**src/rtl/pswl_pkg.sv**
```systemverilog
package pswl_pkg;
    localparam int unsigned SWALLOW_W  = 5;
    localparam int unsigned MAIN_W     = 13;
    localparam int unsigned P_SMALL    = 8;
    localparam int unsigned P_LARGE    = 32;
    localparam int unsigned MAIN_FLOOR = 3;
endpackage

```
**src/rtl/pswl_cfg_clamp.sv**
```systemverilog
module pswl_cfg_clamp #(
    parameter int unsigned A_W   = pswl_pkg::SWALLOW_W,
    parameter int unsigned B_W   = pswl_pkg::MAIN_W,
    parameter int unsigned FLOOR = pswl_pkg::MAIN_FLOOR
) (
    input  logic [A_W-1:0] swallow_i,
    input  logic [B_W-1:0] main_i,
    output logic [A_W-1:0] a_eff_o,
    output logic [B_W-1:0] b_eff_o,
    output logic           bad_o
);
    logic [B_W-1:0] a_wide;
    logic [B_W-1:0] b_fix;
    logic           b_low;
    logic           a_big;

    always_comb begin
        a_wide  = B_W'(swallow_i);
        b_low   = main_i < B_W'(FLOOR);
        b_fix   = b_low ? B_W'(FLOOR) : main_i;
        a_big   = a_wide > main_i;
        a_eff_o = (a_wide > b_fix) ? A_W'(b_fix) : swallow_i;
        b_eff_o = b_fix;
        bad_o   = b_low || a_big;
    end
endmodule

```
**src/rtl/pswl_prescaler.sv**
```systemverilog
module pswl_prescaler #(
    parameter int unsigned P_LO = pswl_pkg::P_SMALL,
    parameter int unsigned P_HI = pswl_pkg::P_LARGE
) (
    input  logic clk_i,
    input  logic rst_ni,
    input  logic run_i,
    input  logic hi_i,
    input  logic plus1_i,
    output logic tick_o
);
    localparam int unsigned CW = $clog2(P_HI + 2);

    typedef struct packed {
        logic [CW-1:0] cnt;
    } presc_t;

    presc_t        st_d, st_q;
    logic [CW-1:0] end_cnt;

    always_comb begin
        end_cnt = (hi_i ? CW'(P_HI - 1) : CW'(P_LO - 1)) + CW'(plus1_i);
        tick_o  = run_i && (st_q.cnt == end_cnt);
        st_d    = st_q;
        if (!run_i || tick_o) begin
            st_d.cnt = '0;
        end else begin
            st_d.cnt = st_q.cnt + CW'(1);
        end
    end

    always_ff @(posedge clk_i or negedge rst_ni) begin
        if (!rst_ni) begin
            st_q <= '0;
        end else begin
            st_q <= st_d;
        end
    end

    assert_presc_range_R2 : assert property (@(posedge clk_i) disable iff (!rst_ni)
        run_i |-> (st_q.cnt <= CW'(P_HI)));
endmodule

```
**src/rtl/pswl_swallow_main.sv**
```systemverilog
module pswl_swallow_main #(
    parameter int unsigned A_W = pswl_pkg::SWALLOW_W,
    parameter int unsigned B_W = pswl_pkg::MAIN_W
) (
    input  logic           clk_i,
    input  logic           rst_ni,
    input  logic           tick_i,
    input  logic [A_W-1:0] a_eff_i,
    input  logic [B_W-1:0] b_eff_i,
    input  logic           hi_cfg_i,
    input  logic           err_cfg_i,
    output logic           run_o,
    output logic           hi_o,
    output logic           plus1_o,
    output logic           div_o,
    output logic           err_o
);
    typedef struct packed {
        logic           idle;
        logic [A_W-1:0] aq;
        logic [B_W-1:0] bq;
        logic           hi;
        logic           err;
        logic           div;
    } cnt_t;

    cnt_t st_d, st_q;
    logic boundary;

    always_comb begin
        st_d     = st_q;
        st_d.div = 1'b0;
        boundary = st_q.idle || (tick_i && (st_q.bq == B_W'(1)));
        if (boundary) begin
            st_d.idle = 1'b0;
            st_d.aq   = a_eff_i;
            st_d.bq   = b_eff_i;
            st_d.hi   = hi_cfg_i;
            st_d.err  = err_cfg_i;
            st_d.div  = !st_q.idle;
        end else if (tick_i) begin
            st_d.bq = st_q.bq - B_W'(1);
            if (st_q.aq != '0) begin
                st_d.aq = st_q.aq - A_W'(1);
            end
        end
    end

    always_ff @(posedge clk_i or negedge rst_ni) begin
        if (!rst_ni) begin
            st_q      <= '0;
            st_q.idle <= 1'b1;
        end else begin
            st_q <= st_d;
        end
    end

    assign run_o   = !st_q.idle;
    assign hi_o    = st_q.hi;
    assign plus1_o = st_q.aq != '0;
    assign div_o   = st_q.div;
    assign err_o   = st_q.err;

    assert_swallow_le_main_R2 : assert property (@(posedge clk_i) disable iff (!rst_ni)
        !st_q.idle |-> (B_W'(st_q.aq) <= st_q.bq));

    assert_main_nonzero_R6 : assert property (@(posedge clk_i) disable iff (!rst_ni)
        !st_q.idle |-> (st_q.bq != '0));

    assert_single_pulse_R3 : assert property (@(posedge clk_i) disable iff (!rst_ni)
        st_q.div |=> !st_q.div);
endmodule

```
**src/rtl/pswl_divider.sv**
```systemverilog
module pswl_divider #(
    parameter int unsigned A_W   = pswl_pkg::SWALLOW_W,
    parameter int unsigned B_W   = pswl_pkg::MAIN_W,
    parameter int unsigned P_LO  = pswl_pkg::P_SMALL,
    parameter int unsigned P_HI  = pswl_pkg::P_LARGE,
    parameter int unsigned FLOOR = pswl_pkg::MAIN_FLOOR
) (
    input  logic           clk_i,
    input  logic           rst_ni,
    input  logic           wide_i,
    input  logic [A_W-1:0] swallow_i,
    input  logic [B_W-1:0] main_i,
    output logic           div_o,
    output logic           cfg_err_o
);
    logic [A_W-1:0] a_eff;
    logic [B_W-1:0] b_eff;
    logic           bad;
    logic           run;
    logic           hi;
    logic           plus1;
    logic           tick;

    pswl_cfg_clamp #(.A_W(A_W), .B_W(B_W), .FLOOR(FLOOR)) u_clamp (
        .swallow_i (swallow_i),
        .main_i    (main_i),
        .a_eff_o   (a_eff),
        .b_eff_o   (b_eff),
        .bad_o     (bad)
    );

    pswl_prescaler #(.P_LO(P_LO), .P_HI(P_HI)) u_presc (
        .clk_i   (clk_i),
        .rst_ni  (rst_ni),
        .run_i   (run),
        .hi_i    (hi),
        .plus1_i (plus1),
        .tick_o  (tick)
    );

    pswl_swallow_main #(.A_W(A_W), .B_W(B_W)) u_count (
        .clk_i     (clk_i),
        .rst_ni    (rst_ni),
        .tick_i    (tick),
        .a_eff_i   (a_eff),
        .b_eff_i   (b_eff),
        .hi_cfg_i  (wide_i),
        .err_cfg_i (bad),
        .run_o     (run),
        .hi_o      (hi),
        .plus1_o   (plus1),
        .div_o     (div_o),
        .err_o     (cfg_err_o)
    );

    assert_err_on_boundary_R8 : assert property (@(posedge clk_i) disable iff (!rst_ni)
        !$stable(cfg_err_o) |-> (div_o || !$past(run)));

    assert_idle_quiet_R1 : assert property (@(posedge clk_i) disable iff (!rst_ni)
        !run |-> (!div_o && !cfg_err_o));
endmodule

```
**config.mk**
```make
export PLATFORM = sky130hd
export DESIGN_NAME = pswl_divider
export DESIGN_NICKNAME = d
export VERILOG_FILES = /design/src/rtl/pswl_pkg.sv /design/src/rtl/pswl_cfg_clamp.sv /design/src/rtl/pswl_prescaler.sv /design/src/rtl/pswl_swallow_main.sv /design/src/rtl/pswl_divider.sv
export SDC_FILE = /design/constraint.sdc
export NUM_CORES = 1
export LEC_CHECK = 0
export ABC_AREA = 1
export BUFFER_PORTS_ARGS = -buffer_cell sky130_fd_sc_hd__buf_2
export CAP_MARGIN = 20
export CELL_PAD_IN_SITES_DETAIL_PLACEMENT = 2
export CELL_PAD_IN_SITES_GLOBAL_PLACEMENT = 2
export CORE_ASPECT_RATIO = 0.9
export CORE_MARGIN = 3
export CORE_UTILIZATION = 36
export CTS_CLUSTER_SIZE = 14
export DETAILED_ROUTE_END_ITERATION = 8
export HOLD_SLACK_MARGIN = 0.1
export PLACE_DENSITY_LB_ADDON = 0.1
export RECOVER_POWER = 25
export SLEW_MARGIN = 30
export SYNTH_ARGS = -nofsm -noshare
export SYNTH_HDL_FRONTEND = slang
export SYNTH_SLANG_ARGS = --single-unit
export TNS_END_PERCENT = 1
```
**constraint.sdc**
```tcl
create_clock -name clk_i -period 4.5 [get_ports clk_i]
set_input_delay 1.35 -clock clk_i [delete_from_list [all_inputs] [get_ports clk_i]]
set_output_delay 1.35 -clock clk_i [all_outputs]
set_load 0.03 [all_outputs]
```
# After elaboration in Yosys (flattened, before gate mapping)
# Index checks and enable logic that the tools add are counted.
[op_classes] add_sub_neg=4 order_cmp=3 n_eq_ne=2 muxes=8 n_reduce_logical=10
[op_table] op="$mux 18" count=2
[op_table] op="$gt 5x13->1" count=2
[op_table] op="$mux 5" count=3
[op_table] op="$eq 13x1->1 const B" count=1
[op_table] op="$lt 13x2->1 const B" count=1
[op_table] op="$mux 13" count=1
[op_table] op="$sub 13x1->13 const B" count=1
[op_table] op="$add 6x1->6" count=1
[op_table] op="$add 6x1->6 const B" count=1
[op_table] op="$eq 6x6->1" count=1
[op_table] op="$mux 6" count=1
[op_table] op="$reduce_bool 5->1" count=1
[op_table] op="$sub 5x1->5 const B" count=1
[op_table] op="$reduce_bool 2->1" count=2
[op_table] op="$logic_or 1x1->1" count=3
[op_table] op="$logic_and 1x1->1" count=2
[op_table] op="$reduce_and 2->1" count=1
[op_table] op="$logic_not 1->1" count=1
[op_table] op="$mux 1" count=1
[word_totals] reg_bits=28 in_bits=21 output_inout_bits=2 elab_cells=34

# Logic depth before layout (Yosys ltp)
# Gate-level depths: netlist of run 1.
[logic_depth] word_depth=8 depth_mapped=18 depth_no_buf=18

# Hierarchy
# Synthesis of run 1 repeated with hierarchy kept, for this count alone.
[unflattened] cells_unflattened=363 area_unflattened_um2=2408.6
[by_module_without_submodules] module="pswl_swallow_main" instances=1 cells_each=209 area_per_inst_um2=1432.6 seq_area_each_um2=551.8
[by_module_without_submodules] module="pswl_cfg_clamp" instances=1 cells_each=105 area_per_inst_um2=590.6 seq_area_each_um2=0.0
[by_module_without_submodules] module="pswl_prescaler" instances=1 cells_each=49 area_per_inst_um2=385.4 seq_area_each_um2=150.1

# Worst setup path after synthesis of run 1
# No wires, ideal clock.
[synth_path] path_kind="input -> register" startpoint="in main_i[11]" endpoint="reg u_count.st_q[18] in the netlist's numbering" setup_time_ns=0.116 t_arrival_ns=2.943 required_time_ns=4.384 setup_slack_ns=1.441 stages=16 n_path_buf=0 cell_sequence="nor2_1 -> nand2_1 -> nor2_1 -> nand2_1 -> nand2_1 -> inv_1 -> ha_1 -> nand2_1 -> nor3_1 -> nor2_1 -> nor2_1 -> nand3_1 -> nand3_1 -> nand2_1 -> nand2_1 -> nand2_1"
[synth_via] elab_chain_len=5
[synth_lines] element="from (decl)" line="pswl_divider.sv:12" text="input logic [B_W-1:0] main_i,"
[synth_lines] element="$lt 13x2->1" line="pswl_cfg_clamp.sv:19" text="b_low = main_i < B_W'(FLOOR);"
[synth_lines] element="$mux 13 *" line="pswl_cfg_clamp.sv:20" text="b_fix = b_low ? B_W'(FLOOR) : main_i;"
[synth_lines] element="$gt 5x13->1" line="pswl_cfg_clamp.sv:22" text="a_eff_o = (a_wide > b_fix) ? A_W'(b_fix) : swallow_i;"
[synth_lines] element="$mux 5 *" line="pswl_cfg_clamp.sv:22"
[synth_lines] element="$mux 18 *" line="pswl_swallow_main.sv:34" text="if (boundary) begin"
[synth_lines] element="to (signal assigned)" line="pswl_swallow_main.sv:54" text="st_q <= st_d;"
[synth_lines] element="to (decl)" line="pswl_swallow_main.sv:27" text="cnt_t st_d, st_q;"
# Mark *: on every way between the ends. The rest lies on a longest branch, timed or not.
# A chain may end at the register's enable or synchronous reset.

# Final worst setup path of run 1
# Ends and elaborated chain as after synthesis.

==> results of run 1 <==
## layout make-up
| type | count | area [µm²] | area share (%) |
|---|---|---|---|
| tap | 87 | 108.9 | 4.250 |
| clock buffer | 4 | 55.05 | 2.149 |
| inverter | 50 | 192.7 | 7.523 |
| timing repair buffer | 22 | 108.9 | 4.250 |
| multi-input combinational | 252 | 1394 | 54.42 |
| sequential | 28 | 701.9 | 27.41 |
## flip-flops by register name, summed over array words and instances (netlist names)
| name | flops |
|---|---|
| u_presc.st_q | 6 |
| u_count.err_o | 1 |
| u_count.hi_o | 1 |
| u_count.div_o | 1 |
| u_count.st_q | 19 |
## report_power, final
part / switching (mW) / leakage (nW) / total (mW) / internal, mW
Sequential: 0.0856 / 0.345 / 0.417 / 0.332
Combinational: 0.341 / 0.981 / 0.536 / 0.195
Clock: 0.0872 / 0.0288 / 0.166 / 0.0787
## logic make-up after synthesis
group | share of synthesized area (%)
AND/OR/NAND/NOR | 36.03
flip-flops | 30.03
AO/OA/AOI/OAI | 9.101
adder cells (fa/ha/maj) | 9.100
other | 0.1604
XOR/XNOR | 5.246
buffers and inverters | 10.33
## through the flow
step | hold WS, ns | util [%]
6_report | 0.5102 | 41.20
3_5_place_dp | 0.5033 | 40.34
4_1_cts | 0.5201 | 41.22
2_1_floorplan | 0.4524 | -
5_1_grt | 0.5371 | 41.20
3_3_place_gp | 0.4938 | 40.34
## critical path: cells and delay by family
family | cells | cell delay (ns)
AND/OR/NAND/NOR | 14 | 1.71
adder cells (fa/ha/maj) | 1 | 0.29
buffers and inverters | 2 | 0.17
## per-layer routing
metal	part of all wire, %	track usage, %
met1	48	26.20
met3	2.2	2.717
met5	0	0
met2	48	35.78
met4	0.99	4.819
## placed cells by master (no fill, tap or decap), types with 5 or more instances in the layout
cell     netlist  final
nor3_1         5      5
nand3_1       28     28
buf_2          0     21
nor2_1        43     43
o21ai_0        5      5
a21oi_1       14     14
xor2_1        10     10
inv_1         47     47
dfrtp_1       27     27
ha_1          17     17
nand2_1       95     95
## final timing paths
path	startpoint	to	slack [ns]	depth (start not counted)
max in group asynchronous	rst_ni	u_count.st_q[20]$_DFFE_PN0P_	2.01	1
worst min register to register	u_presc.st_q[0]$_DFF_PN0_	u_presc.st_q[0]$_DFF_PN0_	0.51	1
worst min-delay path	u_presc.st_q[0]$_DFF_PN0_	u_presc.st_q[0]$_DFF_PN0_	0.51	1
worst max-delay path	main_i[11]	u_count.st_q[18]$_DFFE_PN0P_	1.15	17
min in group asynchronous	rst_ni	u_count.st_q[11]$_DFFE_PN0P_	1.48	1
worst max register to register	u_count.st_q[16]$_DFFE_PN0P_	u_count.st_q[16]$_DFFE_PN0P_	1.86	18
==> impl_results.md, run 1 <==
- Status: complete, but fails checks
- Violated checks: capacitance limit, slew limit
- Congestion Overflow GR: 0
- DP Area: 0.002507 mm²
- WP data arrival: 3.53 ns
- Slowest Stage Delay on Critical Path: 0.29 ns
- Routed WL per cell: 15.71 µm
- Global-route wire length before repair: 11.85 mm
- Vias per inst: 4.914
- Initial Util: 37.60%
- CP Launch Type: input pin
- CP cell instances: buf_2, nor2_1, nand2_1, nor2_1, nand2_1, nand2_1, inv_1, ha_1, nand2_1, nor3_1, nor2_1, nor2_1, nand3_1, nand3_1, nand2_1, nand2_1, nand2_1
- Drt total wl: 6.959 mm
- Syn_nets: 373
- Prevailing post-synth register cell: dfrtp_1
- Pwr Density: 437.0 mW/mm²
- Slowest-stage cell, CP: ha_1
- Slew Viols, Final: 29
- Layout overhead on the synthesized area: 9.583%
- CTS tree: done
- Via Count: 2177
- Post-synthesis cell area: 0.002337 mm²
- CTS buffer count: 3
- Worst setup margin: 1.151 ns
- Fmax: 298.6 MHz
- Max-cap violations: 1
- Final-stage net count: 395
- Fin area: 0.002561 mm²
- Lkg Pwr: 1.355 nW
- Synth top cells by count: 95 x nand2_1, 47 x inv_1, 43 x nor2_1
- DR pass1 iterations: 4
- Die extent in y: 82.44 µm
- # H-tree levels: 1
- CTS resizes: 0
- GRT Resource Usage Total: 20.11%
- RSZ-0062 raised after global routing: no
- Clock Path Buffers: 2
- Slew headroom: -14.29%
- Least-Margin Pin Slew: 1.714 ns
- Most frequent cell after synthesis: nand2_1
- PortBufs: 22
- Yosys warning total: 0
- Ys async rst share: 100.0%
- Die X: 90.94 µm
- Hold WC Path Type: flip-flop to flip-flop
- Clock latency on the worst-skew pair: 0.29 ns
- Largest net degree at the start of global routing: 29
- Core Area: 0.006216 mm²
- Critical path peak fanout: 5
- # clock sinks: 28
- Setup WS pre-CTS: 0.8516 ns
- Worst VDD drop: 0.0001924 V
- Distinct cells, synth: 30
- Placed insts: 439
- Placement Rows: 27
- Drt drc: 0
- Most frequent CP cell: nand2_1
- DRT antenna net count: 0
- Setup Viol. Count Final: 0
- Final Hold Fails: 0
- Setup repair bufs after CTS: 0
- Non-Filler Instances: 443
- Dominant cell type by area after synthesis: dfrtp_1
- Kind of end point of the critical path: flip-flop
- Initial DRC count: 71
- Yosys top cell area share: 28.91%
- Number of synthesized flops with an enable pin: 0
- Syn_area_per_cell: 6.977 µm²
- Final Wtd Congestion: 0.8386
- Req. time, crit path: 4.69 ns
- I/O pin cnt: 23
- Root Driver: clkbuf_8
- Antenna Diode Count: 0
- Flops & latches, synth: 28
- Die ar.: 0.007497 mm²
- Clk slew on worst S/H paths: 0.10 ns
- Initial antenna violation count: 0
- Power Total: 1.119 mW
- Syn Inst Count: 335
- Seq/Total Area, Yosys: 30.03%
- TNS Setup: 0 ns
- Filler Cell Count: 793
- Layout cell share with drive strength beyond 1: 14.61%
- Fin crit period: 3.349 ns
- Final period util: 74.41%
- Crit Path Class: input pin to flip-flop
- Vias in the first global route: 2378
- Skew final: 0.01055 ns
- Hpwl dp: 5.668 mm
- Synth area leaders: dfrtp_1 29%, nand2_1 15%, ha_1 9.1%
- Cts hold-fix bufs: 0
Note: power is estimated with default switching activity, not from simulation.
==> run 2, diff against run 1 <==
--- a/config.mk
+++ b/config.mk
@@ -5,14 +5,14 @@
 export SDC_FILE = /design/constraint.sdc
 export NUM_CORES = 1
 export LEC_CHECK = 0
-export ABC_AREA = 1
+export ABC_AREA = 0
 export BUFFER_PORTS_ARGS = -buffer_cell sky130_fd_sc_hd__buf_2
 export CAP_MARGIN = 20
 export CELL_PAD_IN_SITES_DETAIL_PLACEMENT = 2
 export CELL_PAD_IN_SITES_GLOBAL_PLACEMENT = 2
 export CORE_ASPECT_RATIO = 0.9
 export CORE_MARGIN = 3
-export CORE_UTILIZATION = 36
+export CORE_UTILIZATION = 37
 export CTS_CLUSTER_SIZE = 14
 export DETAILED_ROUTE_END_ITERATION = 8
 export HOLD_SLACK_MARGIN = 0.1
==> constraint.sdc (replaced) <==
create_clock -name clk_i -period 3.2 [get_ports clk_i]
set_input_delay 0.96 -clock clk_i [delete_from_list [all_inputs] [get_ports clk_i]]
set_output_delay 0.96 -clock clk_i [all_outputs]
set_load 0.03 [all_outputs]
==> run 2 against run 1 <==
  * The run still ends with capacitance limit, slew limit left
  * Sequential cell count did not move
  * Routed wire length fell by 2.3%
  * Worst setup slack got worse by 0.97 ns
  * Die area fell by 13%
==> impl_results.md, run 2 <==
- Lkg Pwr: 1.088 nW
- Power Total: 899.3 µW
- Synth top cells by count: 27 x dfrtp_1, 19 x inv_1, 17 x ha_1
- Hpwl dp: 5.250 mm
- TNS Setup: 0 ns
- RSZ-0062 raised after global routing: no
- Max reg flops: 19
- Final Wtd Congestion: 0.9126
- Worst VDD drop: 0.0002263 V
- Number of synthesized flops with an enable pin: 0
- Via Count: 1965
- CTS tree: done
- Max-cap violations: 1
- Initial Util: 38.88%
- Largest regs: u_count.st_q x19, u_presc.st_q x6
- I/O pin cnt: 23
- Status: complete, but fails checks
- Final-stage net count: 297
- Global-route wire length before repair: 11.76 mm
- Placed insts: 321
- Kind of end point of the critical path: flip-flop
- Clk slew on worst S/H paths: 0.10 ns
- CP cell instances: inv_1, ha_1, or4b_4, ha_1, xor2_1, or3_1, o31ai_4, buf_6, and2_0, a311o_1
- Fin crit period: 3.014 ns
- Pwr Density: 373.4 mW/mm²
- Yosys warning total: 0
- Die extent in y: 77.12 µm
- # H-tree levels: 1
- Die ar.: 0.006557 mm²
- CP Launch Type: flip-flop
- Slew headroom: -7.059%
- Post-synthesis cell area: 0.002079 mm²
- Violated checks: capacitance limit, slew limit
- Routed WL per cell: 20.92 µm
- Syn_nets: 262
- Buf/Inv on CP: 2
- Most flop-heavy register: u_count.st_q
- Initial antenna violation count: 0
- Die X: 85.03 µm
- Seq/Total Area, Yosys: 33.75%
- Skew final: 0.002891 ns
- WP data arrival: 3.24 ns
- Dominant cell type by area after synthesis: dfrtp_1
- Clock Path Buffers: 2
- Slowest-stage cell, CP: or4b_4
- Synth area leaders: dfrtp_1 32%, ha_1 10%, o211ai_1 4.3%
- Drt drc: 0
- Clock latency on the worst-skew pair: 0.28 ns
- Min Hold Slack: 0.5120 ns
- Cts hold-fix bufs: 0
- Setup Viol. Count Final: 0
- DRT antenna net count: 0
- Fmax: 331.8 MHz
- Slew Viols, Final: 29
- Slowest Stage Delay on Critical Path: 0.51 ns
- PortBufs: 22
- DR pass1 iterations: 4
- Final period util: 94.18%
- Vias per inst: 6.046
- CTS buffer count: 3
- Initial DRC count: 131
- Critical path peak fanout: 17
- Commonest non-fill, non-tap cell in the layout: dfrtp_1
- GRT Resource Usage Total: 22.06%
- Crit Path Class: flip-flop to flip-flop
- Req. time, crit path: 3.42 ns
- Layout overhead on the synthesized area: 15.82%
- Flops & latches, synth: 28
- Commonest cells after routing, fill and taps aside: 27 x dfrtp_1, 21 x buf_2, 18 x inv_1
- Antenna Diode Count: 0
- Yosys top cell area share: 32.49%
- # clock sinks: 28
- Most frequent cell after synthesis: dfrtp_1
- Distinct cells, synth: 58
- Syn_area_per_cell: 9.283 µm²
- R2r setup slk: 0.19 ns
- Placement Rows: 25
- Ys async rst share: 100.0%
- Hold WC Path Type: flip-flop to flip-flop
- Syn Inst Count: 224
- Family with the most delay on the worst path: simple AND/OR/NAND/NOR gates
- Drt total wl: 6.799 mm
- Layout cell share with drive strength beyond 1: 23.26%
- Final Hold Fails: 0
- Least-Margin Pin Slew: 1.606 ns
- Congestion Overflow GR: 0
- Prevailing post-synth register cell: dfrtp_1
- Root Driver: clkbuf_8
- Vias in the first global route: 2227
- Non-Filler Instances: 325
- Core Area: 0.005349 mm²
- Most frequent CP cell: ha_1
- Largest net degree at the start of global routing: 29
## run 2: routing by layer
| metal | GRT usage, % | share of wire [%] | vias to the layer above |
|---|---|---|---|
| li1 | - | - | 908 |
| met4 | 2.532 | 0.60 | 0 |
| met3 | 3.008 | 4.3 | 4 |
| met5 | 0 | 0 | - |
| met2 | 39.29 | 51 | 50 |
| met1 | 29.04 | 44 | 1003 |
## run 2: power by group
part	switching [mW]	total, mW	leakage [nW]	internal (mW)
Clock	0.115	0.205	0.0228	0.0896
Combinational	0.156	0.271	0.722	0.115
Sequential	0.0377	0.423	0.344	0.385
## run 2: final timing paths
check / start / end / depth (start not counted)
worst max-delay path: u_count.st_q[16]$_DFFE_PN0P_ / u_count.st_q[10]$_DFFE_PN0P_ / 10
max in group asynchronous: rst_ni / u_count.st_q[6]$_DFFE_PN0P_ / 1
worst min-delay path: u_presc.st_q[0]$_DFF_PN0_ / u_presc.st_q[0]$_DFF_PN0_ / 1
worst min register to register: u_presc.st_q[0]$_DFF_PN0_ / u_presc.st_q[0]$_DFF_PN0_ / 1
min in group asynchronous: rst_ni / u_presc.st_q[4]$_DFF_PN0_ / 1
worst max register to register: u_count.st_q[16]$_DFFE_PN0P_ / u_count.st_q[10]$_DFFE_PN0P_ / 10
## run 2: area by class of cell
| cell class | instances | area, µm² |
|---|---|---|
| fillers | 606 | 2940 |
| repair buffers | 39 | 240.2 |
| flip-flops and latches | 28 | 701.9 |
| multi-input cells | 168 | 1266 |
| inverters | 19 | 71.32 |
| clock buffers | 4 | 45.04 |
| well taps | 67 | 83.83 |
## run 2: per-stage QoR
step           util (%)  setup WS (ns)  cell area, µm²
2_1_floorplan         -        0.04596            2081
3_3_place_gp      43.84        0.07791            2345
3_5_place_dp      43.84        -0.1738            2345
4_1_cts           44.73       0.005911            2392
5_1_grt           45.03        0.03433            2409
6_report          45.03         0.1863            2409
## run 2: cells by family (layout without fill, tap and decap cells)
kind of cell    Yosys count  count (layout)  synth area share [%]
buf+inv                  28              62                 6.197
mux                       8               8                 4.753
fa+ha+maj                17              17                 10.23
flops                    28              28                 33.75
other cells               1               1                0.1803
simple gates             79              79                 20.94
xor+xnor                  7               7                 2.948
compound gates           56              56                 21.00
## run 2: repair_timing
item | 4_1_cts | 5_1_grt
hold endpoints to repair | 0 | 0
endpoints found under the setup margin | 1 | 18
cloned | 0 | 0
setup buffers | 0 | 0
gates resized for setup | 1 | 5
